$ cat src/rtl/odl_pkg.sv
package odl_pkg;

    // Address width needed to cover the longest tap.
    function automatic int addr_bits(input int base_log2, input int step_log2, input int taps);
        return base_log2 + step_log2 * (taps - 1);
    endfunction

    // Fewest synchroniser stages accepted.
    localparam int SYNC_MIN = 2;

endpackage

$ cat src/rtl/odl_tick_sync.sv
module odl_tick_sync #(
    parameter int STAGES = 2
) (
    input  logic clk,
    input  logic rst_n,
    input  logic async_lvl,
    output logic tick
);

    typedef struct packed {
        logic [STAGES-1:0] sh;
        logic              last;
        logic              tick;
    } st_t;

    st_t st_q, st_d;

    always_comb begin
        st_d      = st_q;
        st_d.sh   = {st_q.sh[STAGES-2:0], async_lvl};
        st_d.last = st_q.sh[STAGES-1];
        st_d.tick = st_q.sh[STAGES-1] & ~st_q.last;
    end

    always_ff @(posedge clk or negedge rst_n) begin
        if (!rst_n) st_q <= '0;
        else        st_q <= st_d;
    end

    assign tick = st_q.tick;

    // a tick lasts one cycle only
    a_r2_tick_single: assert property (@(posedge clk) disable iff (!rst_n)
        st_q.tick |=> !st_q.tick);

endmodule

$ cat src/rtl/odl_bit_ram.sv
module odl_bit_ram #(
    parameter int AW = 10,
    localparam int DEPTH = 1 << AW
) (
    input  logic          clk,
    input  logic          rst_n,
    input  logic          rd_en,
    input  logic [AW-1:0] rd_addr,
    output logic          rd_bit,
    input  logic          wr_en,
    input  logic [AW-1:0] wr_addr,
    input  logic          wr_bit
);

    logic mem_q [DEPTH];
    logic rd_q;

    always_ff @(posedge clk) begin
        if (rd_en) rd_q <= mem_q[rd_addr];
        if (wr_en) mem_q[wr_addr] <= wr_bit;
    end

    assign rd_bit = rd_q;

    // the read of a tick and the delayed write never share a cycle
    a_r3_no_port_clash: assert property (@(posedge clk) disable iff (!rst_n)
        !(rd_en && wr_en));

endmodule

$ cat src/rtl/odl_len_decode.sv
module odl_len_decode #(
    parameter int BASE_LOG2 = 4,
    parameter int STEP_LOG2 = 2,
    parameter int NUM_TAPS  = 4,
    parameter int AW        = 10,
    localparam int SEL_W    = (NUM_TAPS > 1) ? $clog2(NUM_TAPS) : 1,
    localparam int SLOTS    = 1 << SEL_W
) (
    input  logic [SEL_W-1:0] sel,
    input  logic [AW:0]      fill,
    output logic [AW-1:0]    len_lo,
    output logic             primed
);

    logic [AW:0] tap_len [SLOTS];
    logic [AW:0] chosen;

    for (genvar t = 0; t < SLOTS; t++) begin : g_tap
        if (t < NUM_TAPS) begin : g_real
            assign tap_len[t] = (AW+1)'(1) << (BASE_LOG2 + STEP_LOG2 * t);
        end else begin : g_clamp
            assign tap_len[t] = (AW+1)'(1) << (BASE_LOG2 + STEP_LOG2 * (NUM_TAPS - 1));
        end
    end

    always_comb begin
        chosen = tap_len[sel];
        len_lo = chosen[AW-1:0];
        primed = (fill >= chosen);
    end

endmodule

$ cat src/rtl/onebit_delay_line.sv
module onebit_delay_line #(
    parameter int BASE_LOG2   = 4,
    parameter int STEP_LOG2   = 2,
    parameter int NUM_TAPS    = 4,
    parameter int SYNC_STAGES = 2,
    localparam int SEL_W      = (NUM_TAPS > 1) ? $clog2(NUM_TAPS) : 1
) (
    input  logic             clk,
    input  logic             rst_n,
    input  logic             smp_en_async,
    input  logic             bit_in,
    input  logic [SEL_W-1:0] len_sel,
    input  logic             hold,
    output logic             bit_out
);

    localparam int AW    = odl_pkg::addr_bits(BASE_LOG2, STEP_LOG2, NUM_TAPS);
    localparam int DEPTH = 1 << AW;
    localparam int SYNC_N = (SYNC_STAGES < odl_pkg::SYNC_MIN) ? odl_pkg::SYNC_MIN : SYNC_STAGES;

    typedef struct packed {
        logic [AW-1:0] wp;
        logic [AW:0]   fill;
        logic          stg_vld;
        logic          stg_din;
        logic          stg_hold;
        logic          stg_primed;
        logic          stg_idle;
        logic          dout;
    } st_t;

    st_t st_q, st_d;

    logic          tick;
    logic [AW-1:0] len_lo;
    logic          primed;
    logic          ram_rd_en, ram_wr_en, ram_wr_bit, ram_rd_bit;
    logic [AW-1:0] ram_rd_addr;
    logic          out_bit;

    odl_tick_sync #(.STAGES(SYNC_N)) sync_i (
        .clk       (clk),
        .rst_n     (rst_n),
        .async_lvl (smp_en_async),
        .tick      (tick)
    );

    odl_len_decode #(
        .BASE_LOG2 (BASE_LOG2),
        .STEP_LOG2 (STEP_LOG2),
        .NUM_TAPS  (NUM_TAPS),
        .AW        (AW)
    ) dec_i (
        .sel    (len_sel),
        .fill   (st_q.fill),
        .len_lo (len_lo),
        .primed (primed)
    );

    odl_bit_ram #(.AW(AW)) ram_i (
        .clk     (clk),
        .rst_n   (rst_n),
        .rd_en   (ram_rd_en),
        .rd_addr (ram_rd_addr),
        .rd_bit  (ram_rd_bit),
        .wr_en   (ram_wr_en),
        .wr_addr (st_q.wp),
        .wr_bit  (ram_wr_bit)
    );

    always_comb begin
        st_d        = st_q;
        // tick cycle: issue the read and capture the controls
        ram_rd_en   = tick;
        ram_rd_addr = st_q.wp - len_lo;
        st_d.stg_vld = tick;
        if (tick) begin
            st_d.stg_din    = bit_in;
            st_d.stg_hold   = hold;
            st_d.stg_primed = primed;
            st_d.stg_idle   = ~st_q.wp[0];
        end
        // following cycle: write, output, advance
        out_bit    = st_q.stg_primed ? ram_rd_bit : st_q.stg_idle;
        ram_wr_en  = st_q.stg_vld;
        ram_wr_bit = st_q.stg_hold ? out_bit : st_q.stg_din;
        if (st_q.stg_vld) begin
            st_d.dout = out_bit;
            st_d.wp   = st_q.wp + 1'b1;
            if (st_q.fill != (AW+1)'(DEPTH)) st_d.fill = st_q.fill + 1'b1;
        end
    end

    always_ff @(posedge clk or negedge rst_n) begin
        if (!rst_n) st_q <= '0;
        else        st_q <= st_d;
    end

    assign bit_out = st_q.dout;

    // every tick enters the stage register
    a_r2_tick_to_stage: assert property (@(posedge clk) disable iff (!rst_n)
        tick |=> st_q.stg_vld);

    // the pointer steps by exactly one per sample
    a_r3_ptr_step: assert property (@(posedge clk) disable iff (!rst_n)
        st_q.stg_vld |=> (st_q.wp == AW'($past(st_q.wp) + 1'b1)));

    // without a completing sample the output holds
    a_r8_out_stable: assert property (@(posedge clk) disable iff (!rst_n)
        !st_q.stg_vld |=> $stable(bit_out));

    // the fill count never passes the memory depth
    a_r4_fill_bound: assert property (@(posedge clk) disable iff (!rst_n)
        st_q.fill <= (AW+1)'(DEPTH));

endmodule

$ cat config.mk
export PLATFORM = sky130hd
export DESIGN_NAME = onebit_delay_line
export DESIGN_NICKNAME = d
export VERILOG_FILES = /design/src/rtl/odl_pkg.sv /design/src/rtl/odl_tick_sync.sv /design/src/rtl/odl_bit_ram.sv /design/src/rtl/odl_len_decode.sv /design/src/rtl/onebit_delay_line.sv
export SDC_FILE = /design/constraint.sdc
export NUM_CORES = 2
export LEC_CHECK = 0
export BUFFER_PORTS_ARGS = -buffer_cell sky130_fd_sc_hd__buf_2
export CORE_MARGIN = 2
export CORE_UTILIZATION = 45
export CTS_CLUSTER_SIZE = 40
export DETAILED_ROUTE_END_ITERATION = 8
export GPL_TIMING_DRIVEN = 0
export PLACE_DENSITY = 0.61
export RECOVER_POWER = 25
export SLEW_MARGIN = 5
export SYNTH_ARGS = -nofsm -noshare
export SYNTH_HDL_FRONTEND = slang
export SYNTH_SLANG_ARGS = --single-unit
export TNS_END_PERCENT = 30
$ cat constraint.sdc
create_clock -name clk -period 39.1 [get_ports clk]
set_clock_uncertainty 0.15 [all_clocks]
set_input_delay 5.865 -clock clk [delete_from_list [all_inputs] [get_ports clk]]
set_output_delay 5.865 -clock clk [all_outputs]
set_load 0.02 [all_outputs]
==> reports/summary.txt <==
Final wirelength - 158000 µm
Hold path depth - 0
Grt met3 use - 7.93%
Reg2reg path depth - 11
Clock period minus worst slack - 10.99 ns
GRT overflow - 0
Worst min path class - reg2reg
Die area - 105000 µm²
Leakage power - 15.3 nW
Reg2Reg Capture Point - ram_i.mem_q[313]
Yosys reg bits - 1056
Max Freq - 91.0 MHz
Iter 0 DRT Violations - 5689
Failing checks - capacitance limit, slew limit
CTS tree - built
YS warnings - 0
Slowest-stage cell, CP - clkbuf_1
Crit Path Max Fanout - 10
Initial Utilization - 45.3%
Worst vdd ir - 0.0420 mV
CTS Root Buffer Type - clkbuf_16
Cts hold-fix bufs - 0
Setup_tns - 0 ns
R2r setup slk - 32.10 ns
CP max stage delay - 1.04 ns
Pins Over Slew Limit - 275
Syn_nets - 3225
I/O Buffers - 7
Worst Hold End - sync_i.st_d[1]
Num ports - 8
Clock Sinks - 1056
P per Cell Area - 68.5 nW/µm²
Setup crit start kind - input pin
Core Box Area - 101000 µm²
WP data required - 39.45 ns
Final net count - 3376
GRT Overall Usage - 30.4%
Largest net degree at the start of global routing - 45
# resized after CTS - 0
Initial antenna violation count - 5
Final period util - 28.1%
Crit path cell chain - buf_2, nor2_1, ha_1, buf_2, buf_2, clkbuf_1, clkbuf_1, nand2_1, a21oi_1, a21oi_1, o32ai_1, o32ai_1, a211oi_1, or4_1
Most common cell in the netlist - nor2_1
WS Path Type - in2reg
Commonest cells in the synthesized netlist - nor2_1 (1050), edfxtp_1 (1025), mux4_2 (241), clkbuf_1 (218), nand2_1 (144)
# setup viols final - 0
Fin Hold WS - 0.200 ns
Yosys top cell by area - edfxtp_1
Worst Min Path Start - sync_i.st_d[3]
Top Usage Layer GRT - met2
Pre-Repair DR Iteration Count - 8
Drc violations - 0
Vias - 30200
Post-synthesis cell type count - 61
Slew @ Worst Pin - 1.73 ns
Reg-to-reg startpoint - st_q[2]
Ys flop type - edfxtp_1
Setup Buffers After CTS - 0
Final Hold Viols - 0
CP arrival - 11.34 ns
Wire per inst - 32.8 µm
Die width - 323 µm
Rows - 117
Clock Latency Late Sink - 0.70 ns
# Max-Cap Violations - 10
Grt met1 use - 40.9%
Reg clk slew, reported paths - 0.06 ns
Crit end category - flop
Gpl congestion - 1.02
Grt met2 use - 46.6%
Die H - 323 µm
Most area-consuming cells after synthesis - edfxtp_1 (67%), mux4_2 (12%), nor2_1 (8.6%), clkbuf_1 (1.8%), dfrtp_1 (1.7%)
Post-synth EDFFs - 1025
Status - finished with violations
Unrepaired setup endpoints after global routing - no
Share of the synthesized area in the top cell type - 67.0%
Vias in the first global route - 28600
Slew headroom - -15.5%
TritonCTS Buffers - 109
Area grow syn2layout - 12.2%
Avg Vias per Cell - 6.28
DP HPWL - 103000 µm
H-tree depth - 3
Gate count of the mapped netlist - 3204
Max clock buf depth - 3
Sequential share of the synthesized area - 68.7%
First-pass GRT wire length - 218000 µm
Antenna-violating nets left - 0
Asr flop ratio synth - 2.94%
Syn_area_per_cell - 14.3 µm²
Crit path top cell by count - buf_2
Synthesized area - 45900 µm²
Share of layout cells above drive strength 1 - 14.5%
[placed cells by master (no fill, tap or decap), types with 14 or more instances in the layout]
cell       netlist  routed
clkbuf_1       218     248
mux2i_1         41      41
clkinv_1         2      35
buf_6           19      19
a22oi_1         32      32
buf_2           28      35
xnor2_1         17      17
buf_4           14      14
nor2_1        1050    1048
nor3_1          21      20
a21oi_1         23      23
nand2_1        144     144
ha_1            14      14
edfxtp_1      1025    1025
buf_1           19      19
mux4_2         241     241
clkbuf_16        0     111
nand3_1         41      41
clkinv_2         0      22
o22ai_1         17      17
dfrtp_1         31      31
and3_1          17      17
[report_power, final]
group          leakage (nW)  switching (mW)  internal (mW)  total, mW
Clock                  1.67           0.443          0.574       1.02
Sequential             9.57         0.00929           1.35       1.36
Combinational          4.06           0.780          0.372       1.15
[through the flow]
stage	cell area, µm²	power, mW	utilization [%]	setup WS (ns)	std cells
finish	51500	3.53	50.8	28.11	4813
global route	51500	3.58	50.8	28.36	4812
CTS	51800	3.50	51.1	28.51	4812
detailed placement	48400	2.51	47.7	27.79	4612
global placement	47700	2.81	47.0	-17.27	4579
floorplan	45900	2.20	-	5.57	3204
[critical path, delay by kind of cell]
kind,cells,cell delay [ns]
compound gates,5,1.76
buf+inv,5,2.63
simple gates,3,0.76
fa+ha+maj,1,0.29
[final cells by class]
| cell class | instances | area (µm²) |
|---|---|---|
| repair buffers | 40 | 460 |
| clock buffers | 130 | 2880 |
| inverters | 14 | 52.6 |
| well taps | 1368 | 1710 |
| multi-input cells | 1833 | 12900 |
| flip-flops and latches | 1056 | 31600 |
| clock inverters | 70 | 529 |
| fillers | 8673 | 49900 |
| diodes | 1 | 2.50 |
| plain buffers | 301 | 1410 |
[how the worst max path moves through the flow]
stage                     from          endpoint  slack (ns)  cells after the start
detailed placement  len_sel[0]      ram_i.rd_bit       27.79                     13
floorplan              st_q[2]    ram_i.mem_q[0]        5.57                      2
global route        len_sel[0]      ram_i.rd_bit       28.36                     13
finish              len_sel[0]      ram_i.rd_bit       28.11                     14
CTS                 len_sel[0]      ram_i.rd_bit       28.51                     14
global placement       st_q[2]  ram_i.mem_q[316]      -17.27                      2
[registers in the layout, indices dropped and copies added (netlist names)]
| register | count |
|---|---|
| st_q | 25 |
| ram_i.rd_bit | 1 |
| ram_wr_en | 1 |
| ram_i.mem_q | 1024 |
| bit_out | 1 |
| sync_i.tick | 1 |
| sync_i.st_d | 2 |
| sync_i.st_q | 1 |
[logic make-up after synthesis]
group                      after synthesis  synth area share [%]
xor gates and xnor gates                23                 0.439
and+or+nand+nor                       1332                  11.5
DFF                                   1056                  68.7
buffers and inverters                  315                  3.18
muxes                                  293                  13.0
adders and majority gates               14                 0.381
AOI/OAI and AO/OA                      171                  2.75
[routing by layer]
layer  wire length [µm]  up-vias
met5                 26        -
met4               8240        4
met3              20200      379
met2              71200     2144
met1              58400    15600
li1                   -    12100
(Power assumes the default switching activity.)
